<file path="config.mk">
export PLATFORM = sky130hd
export DESIGN_NAME = sync_meas_top
export DESIGN_NICKNAME = d
export VERILOG_FILES = /design/src/rtl/sync_meas_pkg.sv /design/src/rtl/sync_meas_sync.sv /design/src/rtl/sync_meas_minmax.sv /design/src/rtl/sync_meas_horiz.sv /design/src/rtl/sync_meas_vert.sv /design/src/rtl/sync_meas_top.sv
export SDC_FILE = /design/constraint.sdc
export NUM_CORES = 1
export LEC_CHECK = 0
export ABC_AREA = 1
export BUFFER_PORTS_ARGS = -buffer_cell sky130_fd_sc_hd__buf_2
export CAP_MARGIN = 10
export CORE_UTILIZATION = 55
export DETAILED_ROUTE_END_ITERATION = 12
export MAX_ROUTING_LAYER = met4
export PLACE_DENSITY_LB_ADDON = 0.2
export SLEW_MARGIN = 20
export SYNTH_ARGS = -nofsm -noshare
export SYNTH_HDL_FRONTEND = slang
export SYNTH_HIERARCHICAL = 1
export SYNTH_SLANG_ARGS = --single-unit
</file>
<file path="constraint.sdc">
create_clock -name clk -period 2.7 [get_ports clk]
set_input_delay 0.405 -clock clk [delete_from_list [all_inputs] [get_ports clk]]
set_output_delay 0.405 -clock clk [all_outputs]
set_load 0.005 [all_outputs]
</file>
<file path="src/rtl/sync_meas_pkg.sv">
package sync_meas_pkg;

    localparam int CNT_W  = 12;
    localparam int DATA_W = 16;
    localparam int ADDR_W = 4;

    typedef enum logic [ADDR_W-1:0] {
        RA_HPER_MIN = 4'd0,
        RA_HPER_MAX = 4'd1,
        RA_HWID_MIN = 4'd2,
        RA_HWID_MAX = 4'd3,
        RA_VPER     = 4'd4,
        RA_VWID     = 4'd5,
        RA_POL      = 4'd6
    } reg_addr_e;

    // Synchronized level plus single-cycle edge flags
    typedef struct packed {
        logic level;
        logic rise;
        logic fall;
    } sync_ev_t;

    typedef struct packed {
        logic             vld;
        logic [CNT_W-1:0] val;
    } sample_t;

    function automatic logic [CNT_W-1:0] sat_inc(input logic [CNT_W-1:0] v);
        return (&v) ? v : v + 1'b1;
    endfunction

endpackage

</file>
<file path="src/rtl/sync_meas_sync.sv">
module sync_meas_sync
    import sync_meas_pkg::*;
#(
    parameter int STAGES = 2
) (
    input  logic     clk,
    input  logic     rst,
    input  logic     din,
    output sync_ev_t ev
);
    localparam int LAST = STAGES;

    logic [LAST:0] pipe;

    always_ff @(posedge clk) begin
        if (rst) pipe <= '0;
        else     pipe <= {pipe[LAST-1:0], din};
    end

    always_comb begin
        ev.level = pipe[LAST-1];
        ev.rise  = pipe[LAST-1] & ~pipe[LAST];
        ev.fall  = ~pipe[LAST-1] & pipe[LAST];
    end
endmodule

</file>
<file path="src/rtl/sync_meas_minmax.sv">
module sync_meas_minmax
    import sync_meas_pkg::*;
(
    input  logic             clk,
    input  logic             rst,
    input  logic             clr,
    input  sample_t          smp,
    output logic [CNT_W-1:0] lo,
    output logic [CNT_W-1:0] hi
);
    always_ff @(posedge clk) begin
        if (rst || clr) begin
            lo <= '1;
            hi <= '0;
        end else if (smp.vld) begin
            if (smp.val < lo) lo <= smp.val;
            if (smp.val > hi) hi <= smp.val;
        end
    end
endmodule

</file>
<file path="src/rtl/sync_meas_horiz.sv">
module sync_meas_horiz
    import sync_meas_pkg::*;
(
    input  logic     clk,
    input  logic     rst,
    input  sync_ev_t hs,
    input  logic     restart,
    output sample_t  per_smp,
    output sample_t  wid_smp,
    output logic     hpol
);
    logic [CNT_W-1:0] per_cnt, hi_cnt, lo_cnt;
    logic [CNT_W-1:0] hi_last, lo_last;
    logic             seen_rise, seen_fall;

    always_comb begin
        per_smp.vld = hs.rise & seen_rise;
        per_smp.val = per_cnt;
        wid_smp.vld = hs.fall & seen_rise;
        wid_smp.val = hi_cnt;
    end

    always_ff @(posedge clk) begin
        if (rst) begin
            per_cnt   <= '0;
            hi_cnt    <= '0;
            lo_cnt    <= '0;
            hi_last   <= '0;
            lo_last   <= '0;
            seen_rise <= 1'b0;
            seen_fall <= 1'b0;
            hpol      <= 1'b0;
        end else begin
            // period counter: restarts at each rising edge
            if (hs.rise) begin
                per_cnt   <= CNT_W'(1);
                seen_rise <= 1'b1;
            end else begin
                per_cnt <= sat_inc(per_cnt);
            end

            // high time
            if (hs.rise)           hi_cnt <= CNT_W'(1);
            else if (hs.level)     hi_cnt <= sat_inc(hi_cnt);
            if (hs.fall && seen_rise) hi_last <= hi_cnt;

            // low time
            if (hs.fall) begin
                lo_cnt    <= CNT_W'(1);
                seen_fall <= 1'b1;
            end else if (!hs.level) begin
                lo_cnt <= sat_inc(lo_cnt);
            end
            if (hs.rise && seen_fall) lo_last <= lo_cnt;

            // polarity refreshed on host restart
            if (restart) hpol <= (hi_last < lo_last);
        end
    end
endmodule

</file>
<file path="src/rtl/sync_meas_vert.sv">
module sync_meas_vert
    import sync_meas_pkg::*;
(
    input  logic             clk,
    input  logic             rst,
    input  logic             line_tick,
    input  logic             vs_level,
    output logic [CNT_W-1:0] vper,
    output logic [CNT_W-1:0] vwid,
    output logic             vpol
);
    logic [CNT_W-1:0] line_cnt, high_cnt;
    logic             vs_prev, seen;
    logic             frame_mark;

    assign frame_mark = vs_level & ~vs_prev;

    always_ff @(posedge clk) begin
        if (rst) begin
            line_cnt <= '0;
            high_cnt <= '0;
            vs_prev  <= 1'b0;
            seen     <= 1'b0;
            vper     <= '0;
            vwid     <= '0;
            vpol     <= 1'b0;
        end else if (line_tick) begin
            vs_prev <= vs_level;
            if (frame_mark) begin
                if (seen) begin
                    vper <= line_cnt;
                    vwid <= high_cnt;
                    vpol <= (high_cnt < (line_cnt - high_cnt));
                end
                line_cnt <= CNT_W'(1);
                high_cnt <= CNT_W'(1);
                seen     <= 1'b1;
            end else begin
                line_cnt <= sat_inc(line_cnt);
                if (vs_level) high_cnt <= sat_inc(high_cnt);
            end
        end
    end
endmodule

</file>
<file path="src/rtl/sync_meas_top.sv">
module sync_meas_top
    import sync_meas_pkg::*;
#(
    parameter int SYNC_STAGES = 2
) (
    input  logic              clk,
    input  logic              rst,
    input  logic              hsync_in,
    input  logic              vsync_in,
    input  logic              rd_en,
    input  logic [ADDR_W-1:0] rd_addr,
    output logic [DATA_W-1:0] rd_data
);
    localparam int PAD_W = DATA_W - CNT_W;

    sync_ev_t         hs_ev, vs_ev;
    sample_t          per_smp, wid_smp;
    logic [CNT_W-1:0] hper_lo, hper_hi, hwid_lo, hwid_hi;
    logic [CNT_W-1:0] vper, vwid;
    logic             hpol, vpol;
    logic             restart;
    logic [CNT_W-1:0] sel_val;

    assign restart = rd_en && (rd_addr == RA_HWID_MAX);

    sync_meas_sync #(.STAGES(SYNC_STAGES)) u_hs_sync (
        .clk(clk), .rst(rst), .din(hsync_in), .ev(hs_ev));
    sync_meas_sync #(.STAGES(SYNC_STAGES)) u_vs_sync (
        .clk(clk), .rst(rst), .din(vsync_in), .ev(vs_ev));

    sync_meas_horiz u_horiz (
        .clk(clk), .rst(rst), .hs(hs_ev), .restart(restart),
        .per_smp(per_smp), .wid_smp(wid_smp), .hpol(hpol));

    sync_meas_minmax u_per_mm (
        .clk(clk), .rst(rst), .clr(restart), .smp(per_smp),
        .lo(hper_lo), .hi(hper_hi));
    sync_meas_minmax u_wid_mm (
        .clk(clk), .rst(rst), .clr(restart), .smp(wid_smp),
        .lo(hwid_lo), .hi(hwid_hi));

    sync_meas_vert u_vert (
        .clk(clk), .rst(rst), .line_tick(hs_ev.fall), .vs_level(vs_ev.level),
        .vper(vper), .vwid(vwid), .vpol(vpol));

    always_comb begin
        case (rd_addr)
            RA_HPER_MIN: sel_val = hper_lo;
            RA_HPER_MAX: sel_val = hper_hi;
            RA_HWID_MIN: sel_val = hwid_lo;
            RA_HWID_MAX: sel_val = hwid_hi;
            RA_VPER:     sel_val = vper;
            RA_VWID:     sel_val = vwid;
            RA_POL:      sel_val = {{(CNT_W-2){1'b0}}, vpol, hpol};
            default:     sel_val = '0;
        endcase
    end

    always_ff @(posedge clk) begin
        if (rst)        rd_data <= '0;
        else if (rd_en) rd_data <= {{PAD_W{1'b0}}, sel_val};
    end
endmodule

</file>
== Word-level counts from Yosys, hierarchy flattened ==
Index checks and enable logic that the tools add are counted.
Operators by class
  multiplexer cells: 14
  order comparisons: 6
  $add $sub $neg: 6
  bitwise operators: 10
  reduce and logical (&&, ||, !) cells: 26
  equality and inequality tests: 12
Operator list (number)
  one-hot mux 12 bit (7 select lines): 1
  adder 12 x 1 -> 12 bit (second input constant): 5
  two-way mux 12 bit: 5
  AND reduction 12 bit: 5
  less-than comparator 12 bit: 4
  greater-than comparator 12 bit: 2
  AND reduction 2 bit: 10
  == test 4 x 3 -> 1 bit (second input constant): 3
  inequality test 2 x 1 -> 1 bit (second input constant): 6
  subtractor 12 bit: 1
  == test 4 x 2 -> 1 bit (second input constant): 2
  two-way mux 1 bit: 8
  AND reduction 3 bit: 2
  bitwise AND 1 bit: 5
  NOT 1 bit: 5
  == test 4 x 1 -> 1 bit (second input constant): 1
  logical NOT 4 bit: 1
  nonzero test 2 bit: 2
  OR reduction 2 bit: 2
  logical AND 1 bit: 3
  logical OR 1 bit: 1
Word-level totals
  output and inout port bits: 16
  register bits after elaboration: 179

== Depth between registers and ports, before layout ==
Gate-level depths: netlist of the first run.
  depth after elaboration: 4
  gate-level depth with buffers: 16
  depth with buffers taken out: 16

== Hierarchy ==
The synthesis of the first run kept the hierarchy.
By module, submodules not included
  sync_meas_minmax: area each 1749.2 um^2, cells each 237, instances 2, seq. area each 480.5 um^2
  sync_meas_vert: area each 3231.8 um^2, cells each 499, instances 1, seq. area each 1021.0 um^2
  sync_meas_horiz: area each 3146.8 um^2, cells each 454, instances 1, seq. area each 1261.2 um^2
  sync_meas_top: area each 1342.5 um^2, cells each 239, instances 1, seq. area each 240.2 um^2
  sync_meas_sync: area each 101.3 um^2, cells each 13, instances 2, seq. area each 60.1 um^2

== Worst setup path after synthesis of the first run ==
OpenSTA, ideal clock, no wires.
  kind: reg-to-reg
  start point: register u_vert.high_cnt[4]
  end point: register u_vert.vpol
  path slack: 0.513 ns
  period minus slack after synthesis: 2.187 ns
  buffers on the path: 0
  data required time: 2.565 ns
  stages on the path, launching flop included: 17
  arrival: 2.051 ns
  cell sequence: dfxtp_1 inv_1 ha_1 a21oi_1 nor2_1 o21ai_0 nand3_1 nand2_1 nand2_1 ha_1 nand2_1 inv_1 nand3_1 a21oi_1 nor2_1 nand2_1 a21oi_1
On the way
  word-level cells in the longest chain between the ends: 2
Ends and longest elaborated chain
  from (decl): RTL line sync_meas_vert.sv:12  | logic [CNT_W-1:0] line_cnt, high_cnt;
  from (signal assigned): RTL line sync_meas_vert.sv:40  | if (vs_level) high_cnt <= sat_inc(high_cnt);
  subtractor 12 bit: RTL line sync_meas_vert.sv:33  | vpol <= (high_cnt < (line_cnt - high_cnt));
  less-than comparator 12 bit *: RTL line sync_meas_vert.sv:33
  to (signal assigned): RTL line sync_meas_vert.sv:33
  to (decl): RTL line sync_meas_vert.sv:10  | output logic vpol
Mark *: on every way between the ends. The rest lies on a longest branch, timed or not.
A chain may end at the register's enable or synchronous reset.

== Final worst setup path of the first run ==
  start point: register u_vert.high_cnt[3]
  end point: register u_vert.vpol
Same word-level chain as after synthesis.

==> run_results.csv, run 1 <==
group,metric,value,unit
outcome,status,"completed",
timing,fin_skew,0.00756,ns
die,core_area,20200,µm²
power_and_ir_drop,p_sw,1.34,mW
detailed_routing,routed_wl,28.8,mm
finish,final_common_cell,"nand2_1",
yosys,syn_area_per_cell,6.75,µm²
place,place_area,11600,µm²
setup_path,required,3.06,ns
power_and_ir_drop,p_int,4.18,mW
die,dieWidth,146,µm
timing,period_needed,2.45,ns
power_and_ir_drop,ir_drop,431,µV
power_and_ir_drop,power_frac_comb,6.9,%
finish,antenna_cells,0,
power_and_ir_drop,p_sw_share,24.3,%
global_route,grt_usage,28.2,%
detailed_routing,antenna_left,0,
setup_path,startpoint_type,"flop",
global_route,antenna_found_initial,0,
die,initial_core_util,56.3,%
yosys,syn_inst,1686,
finish,register_area,3580,µm²
cts,clkTransAtPathRegs,0.07,ns
detailed_routing,dr.pass1.iters,5,
yosys,netlist_area,11400,µm²
power_and_ir_drop,power.density,453,nW/µm²
detailed_routing,drcViolationCount,0,
finish,nFillCells,1941,
detailed_routing,drt-initial-drc-count,746,
cts,cts_buffer_depth,2,
die,design.portCount,25,
detailed_routing,via_per_inst,5.34,
finish,final_area,12200,µm²
timing,drv_slew,0,
place,io_buffers,20,
finish,final_cell_mix,"nand2_1 (396), inv_1 (228), nor2_1 (194)",
global_route,grt_pass1_wl,47.0,mm
timing,finalSetupViolations,0,
place,hpwl,21.4,mm
cts,clock_latency,0.43,ns
detailed_routing,routedWlPerCell,14.5,µm
timing,fin_ws,0.250,ns
detailed_routing,dr_total_vias,10600,
timing,hold_viol_final,0,
cts,cts_sinks,179,
timing,rsz0062_at_grt,"no",
yosys,yosys_warnings,6,
setup_path,crit_path_end_kind,"flop",
timing,tightestPinTransition,0.648,ns
die,dieArea,21300,µm²
finish,nNetsFinal,1791,
timing,max_freq,408,MHz
finish,syn_to_final_growth,7.14,%
die,dieHeight,146,µm
power_and_ir_drop,p_seq_share,48.9,%
timing,min_period_over_period,90.7,%
timing,setup-tns-final,0,ns
cts,cts_tree,"done",
min_path,min_path_type,"input port to flop",
setup_path,crit_fanout,5,
place,globalplace.congestion,0.926,
cts,htreeDepth,4,
setup_path,arrival,2.81,ns
run,cap_violations,0,
power_and_ir_drop,p_leak,5.86,nW
finish,drive_above_1_share,12.0,%
power_and_ir_drop,p_clk_share,44.2,%
global_route,overflow,0,
cts,cts-root-buf,"clkbuf_16",
cts,cts_made_buffers,17,
timing,relSlewSlack,56.8,%
global_route,grt_pass1_vias,9606,
finish,multi_input_area,6440,µm²
place,place_ws,0.179,ns
setup_path,crit_type,"flop to flop",
die,row_count,52,
global_route,grt_max_degree,48,
worst max-delay path, stage by stage (launching register included):
cell and delay (ns):
dfxtp_1 0.41, inv_1 0.12, ha_1 0.37, nand2_1 0.11
o21ai_0 0.24, nand2_1 0.13, nand3_1 0.09, nand2_1 0.05
nand2_1 0.08, ha_1 0.24, nand2_1 0.06, nand2_1 0.04
nand2_1 0.05, nand3_1 0.07, nor2_1 0.12, nand2_1 0.06
a21oi_1 0.12
power by group through the flow:
stage          clock network [mW]  registers, mW  logic, mW
3_3_place_gp                    0           2.76      0.372
3_5_place_dp                    0           2.76      0.377
6_report                     2.44           2.70      0.381
4_1_cts                      2.49           2.70      0.380
2_1_floorplan                   0           2.75      0.332
5_1_grt                      2.59           2.70      0.428
stage by stage:
step                      hold WS, ns  power [mW]  utilization [%]  instances
after detailed placement        0.394        3.14             57.4       1949
final                           0.177        5.52             60.3       1981
after floorplan                 0.388        3.08                -       1689
after global routing            0.168        5.72             60.3       1981
after global placement          0.390        3.13             57.4       1949
after CTS                       0.162        5.57             60.3       1981
sequential cells by signal, indices dropped and copies added (netlist names):
register and count:
u_vert/line_cnt 12, u_hs_sync/pipe 3, u_horiz/lo_last 12, u_vert/seen 1, u_horiz/lo_cnt 12, u_horiz/per_cnt 12
u_horiz/hpol 1, u_vert/vwid 12, u_vert/vper 12, u_horiz/hi_cnt 12, u_vert/vs_prev 1, u_vs_sync/pipe 2
u_horiz/hi_last 12, u_wid_mm/hi 12, u_vert/high_cnt 12, u_horiz/seen_fall 1, u_per_mm/hi 12, u_wid_mm/lo 12
rd_data 12, u_per_mm/lo 12, u_vert/vpol 1, u_horiz/seen_rise 1
metal layers:
| layer | share of wire [%] | GRT usage (%) |
|---|---|---|
| met1 | 47 | 37.3 |
| met2 | 46 | 44.1 |
| met3 | 5.3 | 4.83 |
| met4 | 1.6 | 8.16 |
| met5 | 0 | - |
cell type report:
cell class	count	share of cell area [%]
flip-flops and latches	179	29.4
well taps	270	2.77
clock inverters	7	0.585
multi-input cells	1205	52.8
clock buffers	25	4.14
inverters	242	7.45
repair buffers	53	2.85
path summary, 6_finish.rpt:
kind / from / end / slack (ns) / depth (start not counted)
setup / recovery: u_vert/high_cnt[3] / u_vert/vpol / 0.25 / 16
setup reg to reg: u_vert/high_cnt[3] / u_vert/vpol / 0.25 / 16
hold reg to reg: u_vs_sync/pipe[0] / u_vs_sync/pipe[1] / 0.41 / 2
hold / removal: vsync_in / u_vs_sync/pipe[0] / 0.18 / 3
timing repair:
action                                 4_1_cts  5_1_grt
endpoints found under the hold margin        0        0
hold buffers                                 0        0
setup endpoints to repair                    0        1
resized for setup                            0        2
setup buffers                                0        0
Note: power is estimated with default switching activity, not from simulation.
==> inputs of run 2 (changes only) <==
--- a/config.mk
+++ b/config.mk
@@ -15,5 +15,4 @@
 export SLEW_MARGIN = 20
 export SYNTH_ARGS = -nofsm -noshare
 export SYNTH_HDL_FRONTEND = slang
-export SYNTH_HIERARCHICAL = 1
 export SYNTH_SLANG_ARGS = --single-unit
==> run 2 against run 1 <==
The flow now finishes with violations (design-rule violations). Global-route usage is 1.2 points higher. Combinational power fell by 9.7%. Clock power rose by 5%. Total power increased by 1.6%. Maximum frequency rose by 1.3%. Area after synthesis fell by 7.8%.
==> run_results.csv, run 2 <==
group,metric,value,unit
cts,htreeDepth,4,
cts,cts-root-buf,"clkbuf_16",
setup_path,critical_path.cell_chain,"inv_1, ha_1, nand2_1, nand2_1, o21bai_1, a31oi_1, xor2_1, ha_1, a21oi_1, o21ai_0, a21oi_1, nand2_1, a21oi_1",
finish,final_cell_mix,"nand2_1 (336), inv_1 (204), dfxtp_1 (176)",
die,row_count,50,
power_and_ir_drop,ir_drop,418,µV
cts,clock_latency,0.44,ns
die,core_area,18700,µm²
power_and_ir_drop,power.density,487,nW/µm²
power_and_ir_drop,p_sw_share,25.0,%
detailed_routing,dr_total_vias,9952,
setup_path,startpoint_type,"flop",
cts,cts_sinks,179,
timing,period_needed,2.42,ns
finish,drive_above_1_share,7.27,%
power_and_ir_drop,p_sw,1.40,mW
yosys,async_flop_share,0,%
place,io_buffers,20,
global_route,grt_max_degree,50,
timing,drv_slew,0,
setup_path,required,3.07,ns
power_and_ir_drop,p_total,5.61,mW
yosys,yosys.area.top_type,"dfxtp_1",
global_route,grt_pass1_vias,8902,
yosys,synth_commonest_cells,"nand2_1 (336), inv_1 (204), dfxtp_1 (179), nor2_1 (174), a21oi_1 (153)",
setup_path,arrival,2.79,ns
detailed_routing,routed_wl,27.4,mm
global_route,antenna_found_initial,0,
finish,nFillCells,1799,
min_path,worstHoldStart,"vsync_in",
detailed_routing,routedWlPerCell,15.0,µm
timing,relSlewSlack,53.9,%
setup_path,rr_worst_depth,13,
cts,cts_tree,"done",
global_route,grt_usage,29.4,%
detailed_routing,antenna_left,0,
die,initial_core_util,56.1,%
finish,antenna_cells,0,
yosys,yosys_register_bits,179,
place,hpwl,20.4,mm
die,dieHeight,140,µm
cts,cts_buffer_depth,2,
finish,stdcell_count,1829,
yosys,synth_ff_type,"dfxtp_1",
yosys,synth_most_common_cell,"nand2_1",
min_path,min_path_type,"input port to flop",
die,design.portCount,25,
power_and_ir_drop,power_frac_comb,6.1,%
yosys,ys_seq_area_share,34.1,%
timing,hold_ws,0.164,ns
detailed_routing,dr.pass1.iters,9,
detailed_routing,via_per_inst,5.44,
power_and_ir_drop,p_clk_share,45.8,%
global_route,grt_pass1_wl,44.4,mm
power_and_ir_drop,p_leak,5.27,nW
finish,nNetsFinal,1675,
cts,hold_buffers,0,
setup_path,r2r_setup_slack,0.28,ns
yosys,yosys-top-cells-area,"dfxtp_1 (34%), nand2_1 (12%), ha_1 (9.9%), a21oi_1 (7.3%), inv_1 (7.3%)",
die,dieWidth,140,µm
yosys,yosys_warnings,0,
yosys,yosysUniqueCellTypes,38,
run,cap_violations,0,
setup_path,crit_path_end_kind,"flop",
setup_path,crit_fanout,4,
yosys,syn_inst,1568,
place,place_inst,1797,
setup_path,r2r_start,"u_vert.high_cnt[6]",
timing,tightestPinTransition,0.692,ns
timing,finalSetupViolations,0,
yosys,syn_area_per_cell,6.70,µm²
detailed_routing,drcViolationCount,1,
timing,hold_viol_final,0,
setup_path,critPathSlowestCell,"ha_1",
power_and_ir_drop,p_seq_share,48.1,%
outcome,status,"finished, violations left",
min_path,min_to,"u_vs_sync.pipe[0]",
setup_path,worstReg2RegEnd,"u_vert.vpol",
timing,fin_skew,0.00932,ns
finish,final_common_cell,"nand2_1",
outcome,violations,"design-rule violations",
setup_path,crit_type,"flop to flop",
cts,clkTransAtPathRegs,0.07,ns
yosys,yosys.area.top_type_share,34.1,%
timing,min_period_over_period,89.6,%
place,globalplace.congestion,0.929,
detailed_routing,drt-initial-drc-count,700,
timing,max_freq,413,MHz
power_and_ir_drop,p_int,4.21,mW
cts,cts_made_buffers,17,
yosys,netlist_area,10500,µm²
finish,syn_to_final_growth,9.69,%
min_path,holdPathStages,3,
setup_path,cpPeakStageDelay,0.37,ns
yosys,synth_edf_count,0,
die,dieArea,19600,µm²
global_route,overflow,0,
-- run 2: layout make-up --
cell class	instances	area [µm²]	share of cell area, %
inverters	211	802	6.96
repair buffers	51	345	3.00
clock inverters	12	146	1.27
clock buffers	20	457	3.97
multi-input cells	1122	5890	51.1
flip-flops and latches	179	3590	31.1
well taps	234	293	2.54
-- run 2: worst max-delay path by stage --
| stage | from | end | slack [ns] |
|---|---|---|---|
| global placement | u_vert.high_cnt[5] | u_vert.vpol | 0.21 |
| finish | u_vert.high_cnt[6] | u_vert.vpol | 0.28 |
| CTS | u_vert.high_cnt[5] | u_vert.vpol | 0.14 |
| floorplan | u_vert.high_cnt[5] | u_vert.vpol | 0.41 |
| detailed placement | u_vert.high_cnt[5] | u_vert.vpol | 0.14 |
| global route | u_vert.high_cnt[2] | u_vert.vpol | -0.01 |
-- run 2: per-layer routing --
| layer | vias to the layer above | global-route usage, % | wire [µm] |
|---|---|---|---|
| li1 | 5112 | - | - |
| met1 | 4578 | 39.2 | 13300 |
| met2 | 227 | 46.8 | 12600 |
| met3 | 35 | 4.31 | 1130 |
| met4 | 0 | 7.23 | 370 |
| met5 | - | - | 0 |
-- run 2: repair_timing --
item	in CTS	in global routing
gates resized for setup	0	10
buffers inserted	0	0
endpoints found under the setup margin	0	1
-- run 2: cell families (layout without fill, tap and decap cells) --
group / count (synthesis) / count (layout) / share of synthesized area, %
adders and majority gates: 84 / 84 / 10.1
DFF: 179 / 179 / 34.1
AOI/OAI and AO/OA: 276 / 276 / 13.5
and+or+nand+nor: 730 / 730 / 29.5
buffers and inverters: 270 / 294 / 10.5
other: 1 / 4 / 0.0357
xor gates and xnor gates: 28 / 28 / 2.34
-- run 2: stage by stage --
stage	setup WS [ns]	TNS [ns]	instance area, µm²	util, %
CTS	0.135	0	11500	61.2
global placement	0.211	0	10900	58.0
detailed placement	0.138	0	10900	58.0
global route	-0.0144	-0.0144	11500	61.6
finish	0.281	0	11500	61.6
floorplan	0.414	0	10500	-
-- run 2: critical path, delay by kind of cell (launching register included) --
kind            cells  cell delay [ns]
simple gates        3             0.24
xor+xnor            1             0.19
fa+ha+maj           2             0.65
flops               1             0.34
buf+inv             1             0.08
compound gates      6             0.85
-- run 2: power by group through the flow --
| stage | Combinational [mW] | Sequential (mW) | Clock [mW] |
|---|---|---|---|
| 5_1_grt | 0.387 | 2.70 | 2.70 |
| 3_5_place_dp | 0.338 | 2.76 | 0 |
| 2_1_floorplan | 0.244 | 2.75 | 0 |
| 3_3_place_gp | 0.333 | 2.75 | 0 |
| 6_report | 0.344 | 2.70 | 2.57 |
| 4_1_cts | 0.340 | 2.69 | 2.59 |
==> inputs of run 3 (changes only) <==
--- a/config.mk
+++ b/config.mk
@@ -8,7 +8,8 @@
 export ABC_AREA = 1
 export BUFFER_PORTS_ARGS = -buffer_cell sky130_fd_sc_hd__buf_2
 export CAP_MARGIN = 10
-export CORE_UTILIZATION = 55
+export CORE_ASPECT_RATIO = 0.6
+export CORE_UTILIZATION = 45
 export DETAILED_ROUTE_END_ITERATION = 12
 export MAX_ROUTING_LAYER = met4
 export PLACE_DENSITY_LB_ADDON = 0.2
==> run 3 against run 2 <==
The flow now finishes without violations. Via count hardly changed. Global-route usage is 2.5 points lower. Clock skew hardly changed. Register-to-register slack worse by 0.11 ns. Critical endpoint unchanged. Largest cell class unchanged.
==> run_results.csv, run 3 (synthesized netlist as in run 2, its figures left out) <==
group,metric,value,unit
outcome,status,"completed",
global_route,grt_usage,26.9,%
setup_path,critPathSlowestCell,"ha_2",
place,hpwl,23.1,mm
detailed_routing,dr.pass1.iters,8,
timing,finalSetupViolations,0,
finish,final_common_cell,"nand2_1",
finish,antenna_cells,0,
cts,htreeDepth,4,
finish,nNetsFinal,1679,
power_and_ir_drop,p_total,5.45,mW
die,row_count,42,
cts,cts_tree,"done",
place,place_area,11000,µm²
timing,tightestPinTransition,0.829,ns
finish,drive_above_1_share,7.13,%
timing,min_period_over_period,93.8,%
timing,rsz0062_at_grt,"no",
setup_path,cpPeakStageDelay,0.33,ns
timing,period_needed,2.53,ns
detailed_routing,routedWlPerCell,15.7,µm
detailed_routing,drt-initial-drc-count,867,
min_path,min_path_type,"input port to flop",
global_route,overflow,0,
timing,hold_ws,0.149,ns
finish,stdcell_count,1907,
timing,drv_slew,0,
global_route,grt_pass1_wl,48.0,mm
cts,cts_buffer_depth,2,
die,design.portCount,25,
cts,hold_buffers,0,
setup_path,arrival,2.92,ns
power_and_ir_drop,p_leak,5.25,nW
finish,final_cell_mix,"nand2_1 (336), inv_1 (204), dfxtp_1 (178)",
timing,hold_viol_final,0,
global_route,grt_pass1_vias,8822,
setup_path,crit_path_end_kind,"flop",
timing,setup-tns-final,0,ns
die,dieArea,24000,µm²
setup_path,crit_type,"flop to flop",
die,initial_core_util,46.8,%
finish,syn_to_final_growth,9.92,%
setup_path,cp_top_family,"compound AO/OA/AOI/OAI gates",
detailed_routing,routed_wl,29.9,mm
global_route,antenna_found_initial,0,
setup_path,startpoint_type,"flop",
finish,final_area,11500,µm²
place,globalplace.congestion,0.954,
setup_path,critical_path.cell_chain,"inv_1, ha_2, a21o_1, or2_2, a21oi_1, xor2_1, ha_1, nand2_1, o21ai_0, a21oi_1, nand2_1, a21oi_1",
setup_path,crit_top_cell,"a21oi_1",
place,place_inst,1875,
cts,cts_made_buffers,17,
die,dieWidth,199,µm
detailed_routing,drcViolationCount,0,
timing,fin_skew,0.00925,ns
detailed_routing,dr_total_vias,9946,
die,dieHeight,120,µm
power_and_ir_drop,ir_drop,492,µV
setup_path,crit_fanout,5,
power_and_ir_drop,power.density,472,nW/µm²
cts,clock_latency,0.45,ns
place,place_ws,0.157,ns
timing,relSlewSlack,44.5,%
die,core_area,22400,µm²
timing,fin_ws,0.168,ns
global_route,grt_max_degree,50,
cts,cts-root-buf,"clkbuf_16",
place,io_buffers,20,
finish,nFillCells,2268,
setup_path,required,3.09,ns
timing,max_freq,395,MHz
finish,final_core_util,51.4,%
cts,cts_sinks,179,
run,cap_violations,0,
detailed_routing,antenna_left,0,
cts,clkTransAtPathRegs,0.07,ns
detailed_routing,via_per_inst,5.22,
setup_path,crit_buf_inv,1,
==> run 3: power by group <==
part           internal, mW  total, mW  switching [mW]
Clock                  1.22       2.41            1.19
Sequential             2.67       2.70          0.0321
Combinational         0.101      0.338           0.238
Total                  3.98       5.45            1.46
==> run 3: layer usage <==
layer	part of all wire [%]	vias to the layer above	track usage (%)
met5	0	-	-
met4	1.1	0	7.36
met3	9.7	23	7.53
met2	36	300	32.8
met1	53	4501	41.5
li1	-	5122	-
==> run 3: worst paths after layout <==
path,start,endpoint,slack [ns],cells past startpoint
worst min-delay path,vsync_in,u_vs_sync.pipe[0],0.15,3
worst max register to register,u_vert.high_cnt[5],u_vert.vpol,0.17,12
worst min register to register,u_vs_sync.pipe[0],u_vs_sync.pipe[1],0.41,2
worst max-delay path,u_vert.high_cnt[5],u_vert.vpol,0.17,12
==> run 3: final cells by class <==
| class | count | area (µm²) | area share, % |
|---|---|---|---|
| clock inverter | 13 | 119 | 1.03 |
| multi-input combinational | 1122 | 5840 | 50.6 |
| clock buffer | 19 | 433 | 3.75 |
| inverter | 211 | 802 | 6.95 |
| tap | 308 | 385 | 3.34 |
| sequential | 179 | 3580 | 31.1 |
| timing repair buffer | 55 | 375 | 3.25 |
==> run 3: worst register-to-register path: stages, from the launching register on <==
cell and delay [ns]:
dfxtp_1 0.31, inv_1 0.12, ha_2 0.33, a21o_1 0.20, or2_2 0.31, a21oi_1 0.16
xor2_1 0.28, ha_1 0.30, nand2_1 0.06, o21ai_0 0.09, a21oi_1 0.13, nand2_1 0.07
a21oi_1 0.11
==> run 3: timing repair <==
action,CTS,global route
resized for setup,0,5
endpoints found under the setup margin,0,1
buffers inserted,0,0
